### config.mk
export PLATFORM = sky130hd
export DESIGN_NAME = addr_range_decoder
export DESIGN_NICKNAME = d
export VERILOG_FILES = /design/src/rtl/addr_dec_pkg.sv /design/src/rtl/addr_dec_ctrl.sv /design/src/rtl/addr_dec_path.sv /design/src/rtl/addr_range_decoder.sv
export SDC_FILE = /design/constraint.sdc
export NUM_CORES = 2
export LEC_CHECK = 0
export BUFFER_PORTS_ARGS = -buffer_cell sky130_fd_sc_hd__buf_2
export CAP_MARGIN = 40
export CORE_MARGIN = 10
export CORE_UTILIZATION = 40
export CTS_BUF_LIST = sky130_fd_sc_hd__clkbuf_2
export CTS_CLUSTER_DIAMETER = 30
export CTS_CLUSTER_SIZE = 40
export DETAILED_ROUTE_END_ITERATION = 6
export HOLD_SLACK_MARGIN = 0.12
export PLACE_DENSITY = 0.55
export SLEW_MARGIN = 0
export SYNTH_ARGS = -nofsm -noshare
export SYNTH_HDL_FRONTEND = slang
export SYNTH_SLANG_ARGS = --single-unit
export TNS_END_PERCENT = 100
### constraint.sdc
create_clock -name clk -period 73.9 [get_ports clk]
set_input_delay 7.39 -clock clk [delete_from_list [all_inputs] [get_ports clk]]
set_output_delay 7.39 -clock clk [all_outputs]
set_load 0.01 [all_outputs]
### src/rtl/addr_dec_pkg.sv
package addr_dec_pkg;

  typedef enum logic [1:0] {
    ST_IDLE = 2'd0,
    ST_SCAN = 2'd1,
    ST_DONE = 2'd2
  } scanState_t;

  // strobes from control to datapath
  typedef struct packed {
    logic load;     // capture address, clear base and result
    logic advance;  // base <= current limit + 1
    logic hit;      // register decode of the current rule
    logic miss;     // register a failure
  } stepCtl_t;

  typedef struct packed {
    logic       fail;
    logic       remote;
    logic [2:0] target;
    logic [2:0] mc;
    logic [1:0] ch;
  } decodeRes_t;

  localparam int CFG_RULE  = 0;
  localparam int CFG_ILV   = 1;
  localparam int CFG_ROUTE = 2;

  localparam int LIMIT_FIELD_W = 20;
  localparam int LIMIT_GRAN    = 26;

endpackage

### src/rtl/addr_dec_ctrl.sv
module addr_dec_ctrl
  import addr_dec_pkg::*;
#(
  parameter int NUM_RULES = 24,
  localparam int IDX_W = $clog2(NUM_RULES)
) (
  input  logic             clk,
  input  logic             rstN,
  input  logic             inValid,
  input  logic             outReady,
  input  logic             outOfRange,
  input  logic             hitNow,
  output stepCtl_t         ctl,
  output logic [IDX_W-1:0] scanIdx,
  output logic             inReady,
  output logic             outValid
);

  localparam logic [IDX_W-1:0] LAST_IDX = IDX_W'(NUM_RULES - 1);

  scanState_t state, stateNext;
  logic [IDX_W-1:0] idxNext;

  always_comb begin
    ctl       = '0;
    stateNext = state;
    idxNext   = scanIdx;
    inReady   = 1'b0;
    outValid  = 1'b0;
    unique case (state)
      ST_IDLE: begin
        inReady = 1'b1;
        if (inValid) begin
          ctl.load = 1'b1;
          idxNext  = '0;
          if (outOfRange) begin
            ctl.miss  = 1'b1;
            stateNext = ST_DONE;
          end else begin
            stateNext = ST_SCAN;
          end
        end
      end
      ST_SCAN: begin
        if (hitNow) begin
          ctl.hit   = 1'b1;
          stateNext = ST_DONE;
        end else if (scanIdx == LAST_IDX) begin
          ctl.miss  = 1'b1;
          stateNext = ST_DONE;
        end else begin
          ctl.advance = 1'b1;
          idxNext     = scanIdx + 1'b1;
        end
      end
      ST_DONE: begin
        outValid = 1'b1;
        if (outReady) stateNext = ST_IDLE;
      end
      default: stateNext = ST_IDLE;
    endcase
  end

  always_ff @(posedge clk) begin
    if (!rstN) begin
      state   <= ST_IDLE;
      scanIdx <= '0;
    end else begin
      state   <= stateNext;
      scanIdx <= idxNext;
    end
  end

endmodule

### src/rtl/addr_dec_path.sv
module addr_dec_path
  import addr_dec_pkg::*;
#(
  parameter int ADDR_W    = 46,
  parameter int NUM_RULES = 24,
  localparam int IDX_W = $clog2(NUM_RULES)
) (
  input  logic              clk,
  input  logic              rstN,
  input  logic              cfgWe,
  input  logic [1:0]        cfgSel,
  input  logic [IDX_W-1:0]  cfgIdx,
  input  logic [31:0]       cfgData,
  input  logic [ADDR_W-1:0] topLow,
  input  logic [ADDR_W-1:0] topHigh,
  input  logic [ADDR_W-1:0] inAddr,
  input  stepCtl_t          ctl,
  input  logic [IDX_W-1:0]  scanIdx,
  output logic              outOfRange,
  output logic              hitNow,
  output decodeRes_t        result
);

  localparam logic [ADDR_W-1:0] FOUR_GIB = ADDR_W'(64'h1_0000_0000);
  localparam int PAIRS = ADDR_W / 2;
  localparam logic [LIMIT_GRAN-1:0] LOW_ONES = '1;

  logic [31:0] ruleMem [NUM_RULES];
  logic [31:0] ilvMem  [NUM_RULES];
  logic [31:0] routeReg;
  logic [ADDR_W-1:0] addrReg, baseReg;

  // configuration storage
  always_ff @(posedge clk) begin
    if (!rstN) begin
      for (int i = 0; i < NUM_RULES; i++) begin
        ruleMem[i] <= '0;
        ilvMem[i]  <= '0;
      end
      routeReg <= '0;
    end else if (cfgWe) begin
      if (int'(cfgSel) == CFG_ROUTE) routeReg <= cfgData;
      else if (int'(cfgIdx) < NUM_RULES) begin
        if (int'(cfgSel) == CFG_RULE) ruleMem[cfgIdx] <= cfgData;
        else if (int'(cfgSel) == CFG_ILV) ilvMem[cfgIdx] <= cfgData;
      end
    end
  end

  assign outOfRange = (inAddr >= topHigh) || ((inAddr >= topLow) && (inAddr < FOUR_GIB));

  // current rule
  logic [31:0] curRule, curIlv;
  logic [ADDR_W-1:0] limit;
  assign curRule = ruleMem[scanIdx];
  assign curIlv  = ilvMem[scanIdx];
  assign limit   = ADDR_W'({curRule[26:7], LOW_ONES});
  assign hitNow  = curRule[0] && (addrReg >= baseReg) && (addrReg <= limit);

  logic [3:0] unusedBits;
  assign unusedBits = {curRule[29:28], curRule[4:3]};

  // interleave index and target nibble
  logic [2:0] ilvIdx;
  logic [3:0] nibble;
  always_comb begin
    unique case (curRule[2:1])
      2'd0:    ilvIdx = addrReg[8:6];
      2'd1:    ilvIdx = addrReg[10:8];
      2'd2:    ilvIdx = addrReg[14:12];
      default: ilvIdx = addrReg[32:30];
    endcase
  end
  assign nibble = curIlv[{ilvIdx, 2'b00} +: 4];

  // modulo-3 by summing base-4 digits (4^k = 1 mod 3)
  function automatic logic [1:0] modThree(input logic [ADDR_W-1:0] v);
    logic [2:0] acc;
    acc = '0;
    for (int k = 0; k < PAIRS; k++) begin
      acc = acc + {1'b0, v[2*k +: 2]};
      if (acc >= 3'd3) acc = acc - 3'd3;
    end
    if (ADDR_W % 2 == 1) begin
      acc = acc + {2'b00, v[ADDR_W-1]};
      if (acc >= 3'd3) acc = acc - 3'd3;
    end
    return acc[1:0];
  endfunction

  // logical channel
  logic [3:0] shiftAmt;
  logic       modeBad;
  logic [ADDR_W-1:0] shifted;
  logic [1:0] foldVal;
  logic [2:0] lch;
  always_comb begin
    modeBad = 1'b0;
    unique case (curRule[31:30])
      2'd0:    shiftAmt = 4'd6;
      2'd1:    shiftAmt = 4'd8;
      2'd2:    shiftAmt = 4'd12;
      default: begin shiftAmt = 4'd6; modeBad = 1'b1; end
    endcase
    shifted = addrReg >> shiftAmt;
    unique case (curRule[6:5])
      2'd0:    foldVal = modThree(shifted);
      2'd1:    foldVal = {1'b0, shifted[0]};
      2'd2:    foldVal = {shifted[0], ~shifted[0]};
      default: foldVal = {shifted[0], 1'b0};
    endcase
    lch = curRule[27] ? {foldVal, nibble[0]} : nibble[2:0];
  end

  // route lookup
  logic [33:0] routeWide;
  decodeRes_t hitRes;
  assign routeWide = {2'b00, routeReg};
  always_comb begin
    hitRes        = '0;
    hitRes.remote = ~nibble[3];
    hitRes.target = nibble[2:0];
    if (nibble[3]) begin
      if (curRule[27] && modeBad) begin
        hitRes = '0;
        hitRes.fail = 1'b1;
      end else begin
        hitRes.mc = routeWide[int'(lch) * 3 +: 3];
        hitRes.ch = routeWide[int'(lch) * 2 + 18 +: 2];
      end
    end
  end

  decodeRes_t failRes;
  always_comb begin
    failRes      = '0;
    failRes.fail = 1'b1;
  end

  always_ff @(posedge clk) begin
    if (!rstN) begin
      addrReg <= '0;
      baseReg <= '0;
      result  <= '0;
    end else begin
      if (ctl.load) begin
        addrReg <= inAddr;
        baseReg <= '0;
        result  <= '0;
      end
      if (ctl.advance) baseReg <= limit + 1'b1;
      if (ctl.hit)     result  <= hitRes;
      if (ctl.miss)    result  <= failRes;
    end
  end

endmodule

### src/rtl/addr_range_decoder.sv
module addr_range_decoder
  import addr_dec_pkg::*;
#(
  parameter int ADDR_W    = 46,
  parameter int NUM_RULES = 24,
  localparam int IDX_W = $clog2(NUM_RULES)
) (
  input  logic              clk,
  input  logic              rstN,
  input  logic              cfgWe,
  input  logic [1:0]        cfgSel,
  input  logic [IDX_W-1:0]  cfgIdx,
  input  logic [31:0]       cfgData,
  input  logic [ADDR_W-1:0] topLow,
  input  logic [ADDR_W-1:0] topHigh,
  input  logic              inValid,
  output logic              inReady,
  input  logic [ADDR_W-1:0] inAddr,
  output logic              outValid,
  input  logic              outReady,
  output logic              outFail,
  output logic              outRemote,
  output logic [2:0]        outTarget,
  output logic [2:0]        outMc,
  output logic [1:0]        outCh
);

  stepCtl_t ctl;
  logic [IDX_W-1:0] scanIdx;
  logic outOfRange, hitNow;
  decodeRes_t result;

  addr_dec_ctrl #(.NUM_RULES(NUM_RULES)) u_ctrl (
    .clk(clk), .rstN(rstN), .inValid(inValid), .outReady(outReady),
    .outOfRange(outOfRange), .hitNow(hitNow), .ctl(ctl), .scanIdx(scanIdx),
    .inReady(inReady), .outValid(outValid)
  );

  addr_dec_path #(.ADDR_W(ADDR_W), .NUM_RULES(NUM_RULES)) u_path (
    .clk(clk), .rstN(rstN), .cfgWe(cfgWe), .cfgSel(cfgSel), .cfgIdx(cfgIdx),
    .cfgData(cfgData), .topLow(topLow), .topHigh(topHigh), .inAddr(inAddr),
    .ctl(ctl), .scanIdx(scanIdx), .outOfRange(outOfRange), .hitNow(hitNow),
    .result(result)
  );

  assign outFail   = result.fail;
  assign outRemote = result.remote;
  assign outTarget = result.target;
  assign outMc     = result.mc;
  assign outCh     = result.ch;

endmodule

# Yosys cells after proc, flatten, opt, wreduce, memory -nomap -nowiden
# Memory sizes are Yosys's and may differ from the RTL's. A register that Yosys moved wholly into a read port is not among the register bits.
# Index checks and enable logic that the tools add are counted.
# word_totals
register_bits	141
mem_bits_rw	1536
elab_cells	239
mem_count	2
# mem_list
name	words	word_bits	rd	rd_clocked_by_memory_dff	write_ports	line	source
u_path.ilvMem	24	32	1	1	24	addr_dec_path.sv:29	logic [31:0] ilvMem [NUM_RULES];
u_path.ruleMem	24	32	1	1	24	addr_dec_path.sv:28	logic [31:0] ruleMem [NUM_RULES];
# classes
n_addsub	48
multipliers	1
n_lt_le_gt_ge	29
n_eq_ne	16
shift	4
n_mux	105
bitwise_logic	3
reduce_logical	21
# op_table
operator	n
$ge A46 B46 Y1	3
$mux W3	45
$mux W46	2
$add A3 B2 Y3	22
$ge A3 B2 Y1 const B	22
$mux W32	2
$reduce_or A32 Y1	2
$sub A3 B2 Y3 const B	21
$mux W5	11
$add A46 B1 Y46 const B	1
$le A46 B46 Y1	1
$lt A46 B33 Y1 const B	1
$shr A46 B4 Y46	1
$mux W10	4
$shiftx A34 B32 Y2	1
$shiftx A34 B32 Y3	1
$shiftx A32 B6 Y4	1
$mux W1	28
$mux W2	7
$eq A2 B2 Y1 const B	6
$pmux W2 S3	2
$logic_not A2 Y1	5
$pmux W5 S2	1
$pmux W3 S3	1
other kinds (23)	36

# Longest topological paths before layout
# depth
ltp_word	101
ltp_mapped	218
depth_no_buf	204

# Cells and area by module
# Synthesis repeated with hierarchy kept, for this count alone.
# hier_totals
cells_unflattened	6079
area_unflattened_um2	95522.9
# modules_own_cells
mod	instances	cells_each	area_per_inst_um2	seq_area_each_um2
addr_dec_path	1	6027	95096.2	59817.4
addr_dec_ctrl	1	52	426.7	140.1

# Worst setup path after synthesis
# No wires, ideal clock.
# synth_path
path_type	register -> register
start	reg with a tool-made name
end	reg, netlist name u_path.result[1]
t_arrival_ns	47.073
required_time_ns	73.768
setup_slack_ns	26.694
stages_incl_launch_ff	205
n_path_buf	14
path_cell_list	dfxtp_1 -> buf_1 -> clkbuf_1 -> clkbuf_1 -> buf_1 -> clkbuf_1 -> buf_1 -> buf_1 -> clkbuf_1 -> clkbuf_1 -> clkbuf_1 -> buf_1 -> mux4_2 -> mux4_2 -> mux2i_1 -> ha_1 -> clkbuf_1 -> clkbuf_1 -> (+169 left out) -> nor4b_1 -> a2111oi_0 -> inv_1 -> or3_1 -> ha_1 -> a21oi_1 -> o31ai_4 -> nor2_1 -> a21oi_1 -> fa_1 -> inv_1 -> ha_1 -> nor2_1 -> mux2_2 -> o41ai_4 -> mux4_2 -> inv_1 -> o221ai_1

==> impl_metrics.json <==
{
  "io_buffers": 193,
  "drive_above_1_share_pct": 26.1,
  "core-area_um2": 238000,
  "layout_commonest_cell": "edfxtp_1",
  "track_usage_pct": 20.4,
  "yosysUniqueCellTypes": 81,
  "syn_to_final_growth_pct": 14.4,
  "die_x_um": 509,
  "cts_hold_buf": 0,
  "tns_ns": 0,
  "gp_congestion": 0.827,
  "min_period_over_period_pct": 64.8,
  "drv_cap": 0,
  "post_cts_resized": 0,
  "dp_hpwl_um": 158000,
  "dieArea_um2": 259000,
  "clock_latency_ns": 2.05,
  "status": "complete, no violations",
  "cpMostUsedCell": "ha_1",
  "cts_setup_buffers": 0,
  "hold_class": "flip-flop to flip-flop",
  "synth_area_leaders": "edfxtp_1 60%, mux4_2 15%, and2_1 9.5%",
  "ys_seq_area_share_pct": 62.8,
  "route.detailed.drc": 0,
  "num_io_pins": 194,
  "fmax_mhz": 20.9,
  "viasPerCell": 5.22,
  "finalCriticalPeriod_ns": 47.85,
  "first_pass_iters": 6,
  "rsz0062_at_grt": "no",
  "finalClockSkew_ns": 0.260,
  "h-tree-depth": 5,
  "setup_viol": 0,
  "num_vias": 54964,
  "ys_seq_elements": 2040,
  "synth_area_leader_cell": "edfxtp_1",
  "synthCells": 6144,
  "ys_warn_count": 0,
  "numCtsBuffers": 449,
  "initial_utilization_pct": 40.2,
  "tightest_slew_ns": 1.31,
  "antenna_found_initial": 26,
  "grt_overflow": 0,
  "drt.antenna.violating_nets": 0,
  "synth_ff_type": "edfxtp_1",
  "synth_top_area_share_pct": 60.3,
  "rrSetupSlack_ns": 26.05,
  "cp_data_required_time_ns": 75.69,
  "final_cell_mix": "1,920 x edfxtp_1, 1,451 x and2_1, 621 x mux4_2",
  "slew_violations": 0,
  "critPathBufInv": 17,
  "drt_iter0_drc": 4731,
  "worstHoldStart": "u_path.routeReg[7]",
  "cts_sinks": 2040,
  "die_h_um": 509,
  "slowest_delay_ns": 0.84,
  "cts_tree": "built",
  "clk_path_buf_depth": 4,
  "grt_pass1_vias": 58102,
  "syn_area_um2": 95600,
  "startpoint_type": "flip-flop",
  "finalHoldViolCount": 0,
  "crit_type": "flip-flop to flip-flop",
  "fin_nets": 7388,
  "async_reset_ff_share_pct": 0,
  "crit_fanout": 48,
  "maxSlewHeadroom_pct": 12.5,
  "avgSynthCellArea_um2": 15.6,
  "synth_edf_count": 1920,
  "wl_per_cell_um": 25.2,
  "wirelength_um": 265000,
  "critPathArrivalTime_ns": 49.64,
  "path_clk_slew_ns": 0.12,
  "num_rows": 179,
  "crit_slowest_cell": "dfxtp_4",
  "grt_max_degree": 114,
  "cts_root_buf": "clkbuf_2",
  "cp_top_family": "adder cells",
  "grt_pass1_wl_um": 390000,
  "cp-end-kind": "flip-flop"
}
==> sequential cells by signal, indices dropped and copies added, names as in the netlist, named ones only <==
name / flops
u_path.result: 10
u_path.ilvMem: 1024
u_path.baseReg: 20
u_ctrl.state: 2
u_path.routeReg: 32
u_path.addrReg: 46
u_path.ruleMem: 896
u_ctrl.scanIdx: 5
==> layout make-up <==
class / count / area, um^2
Fill cell: 21181 / 128000
Sequential cell: 2040 / 60100
Multi-Input combinational cell: 3962 / 35900
Tap cell: 3167 / 3960
Clock inverter: 308 / 3260
Timing Repair Buffer: 384 / 3150
Clock buffer: 508 / 2540
Inverter: 146 / 551
Antenna cell: 12 / 30.0
==> cells by family after synthesis <==
family	after synthesis	synth area share (%)
XOR/XNOR	52	0.476
AND/OR/NAND/NOR	2074	12.6
adder cells (fa/ha/maj)	223	3.09
flip-flops	2040	62.8
buffers and inverters	622	2.44
multiplexers	761	16.1
other	2	0.00785
AO/OA/AOI/OAI	370	2.42
==> metrics by stage <==
stage | cells | cell area (um^2) | util (%) | setup WS, ns | hold slack, ns
final | 10527 | 109000 | 46.0 | 26.05 | 0.462
after floorplan | 6624 | 97400 | - | 26.69 | 0.433
after global placement | 9657 | 103000 | 43.1 | 25.95 | 0.441
after detailed placement | 9698 | 104000 | 43.6 | 26.06 | 0.449
after CTS | 10514 | 109000 | 46.0 | 25.86 | 0.464
after global routing | 10521 | 109000 | 46.0 | 22.20 | 0.485
==> cells in the mapped netlist, types with 24 or more instances <==
cell	number
o21ai_0	82
xor2_1	33
clkbuf_1	419
mux2_2	25
nand2_1	231
a21oi_1	150
inv_1	145
buf_1	56
mux4_2	622
a21o_1	35
nand4_1	51
and2_1	1451
mux2i_1	114
edfxtp_1	1920
ha_1	201
dfxtp_1	120
nor2b_1	41
nand2b_1	29
nand3_1	24
nor2_1	147
==> worst paths after layout <==
kind,cells past startpoint,endpoint
worst max-delay path,195,u_path.result[1]
worst min-delay path,2,u_path.routeReg[7]
worst max register to register,195,u_path.result[1]
worst min register to register,2,u_path.routeReg[7]
==> layer usage <==
layer  vias up  track usage, %  part of all wire, %
li1      24530               -                    -
met1     28216            26.5                   42
met2      1776            34.7                   49
met3       440            3.64                  6.0
met4         2            6.62                  2.9
met5         -               0               0.0049
==> worst register-to-register path: cells and delay by family, from the launching register on <==
kind | cells | cell delay, ns
DFF | 1 | 0.84
AOI/OAI and AO/OA | 31 | 6.46
buffers and inverters | 17 | 3.36
xor gates and xnor gates | 18 | 3.28
muxes | 11 | 4.27
and+or+nand+nor | 48 | 9.68
adders and majority gates | 70 | 19.86
Power is not shown: default switching activity piles up to over one toggle a cycle in this logic, so the estimate is an artifact.
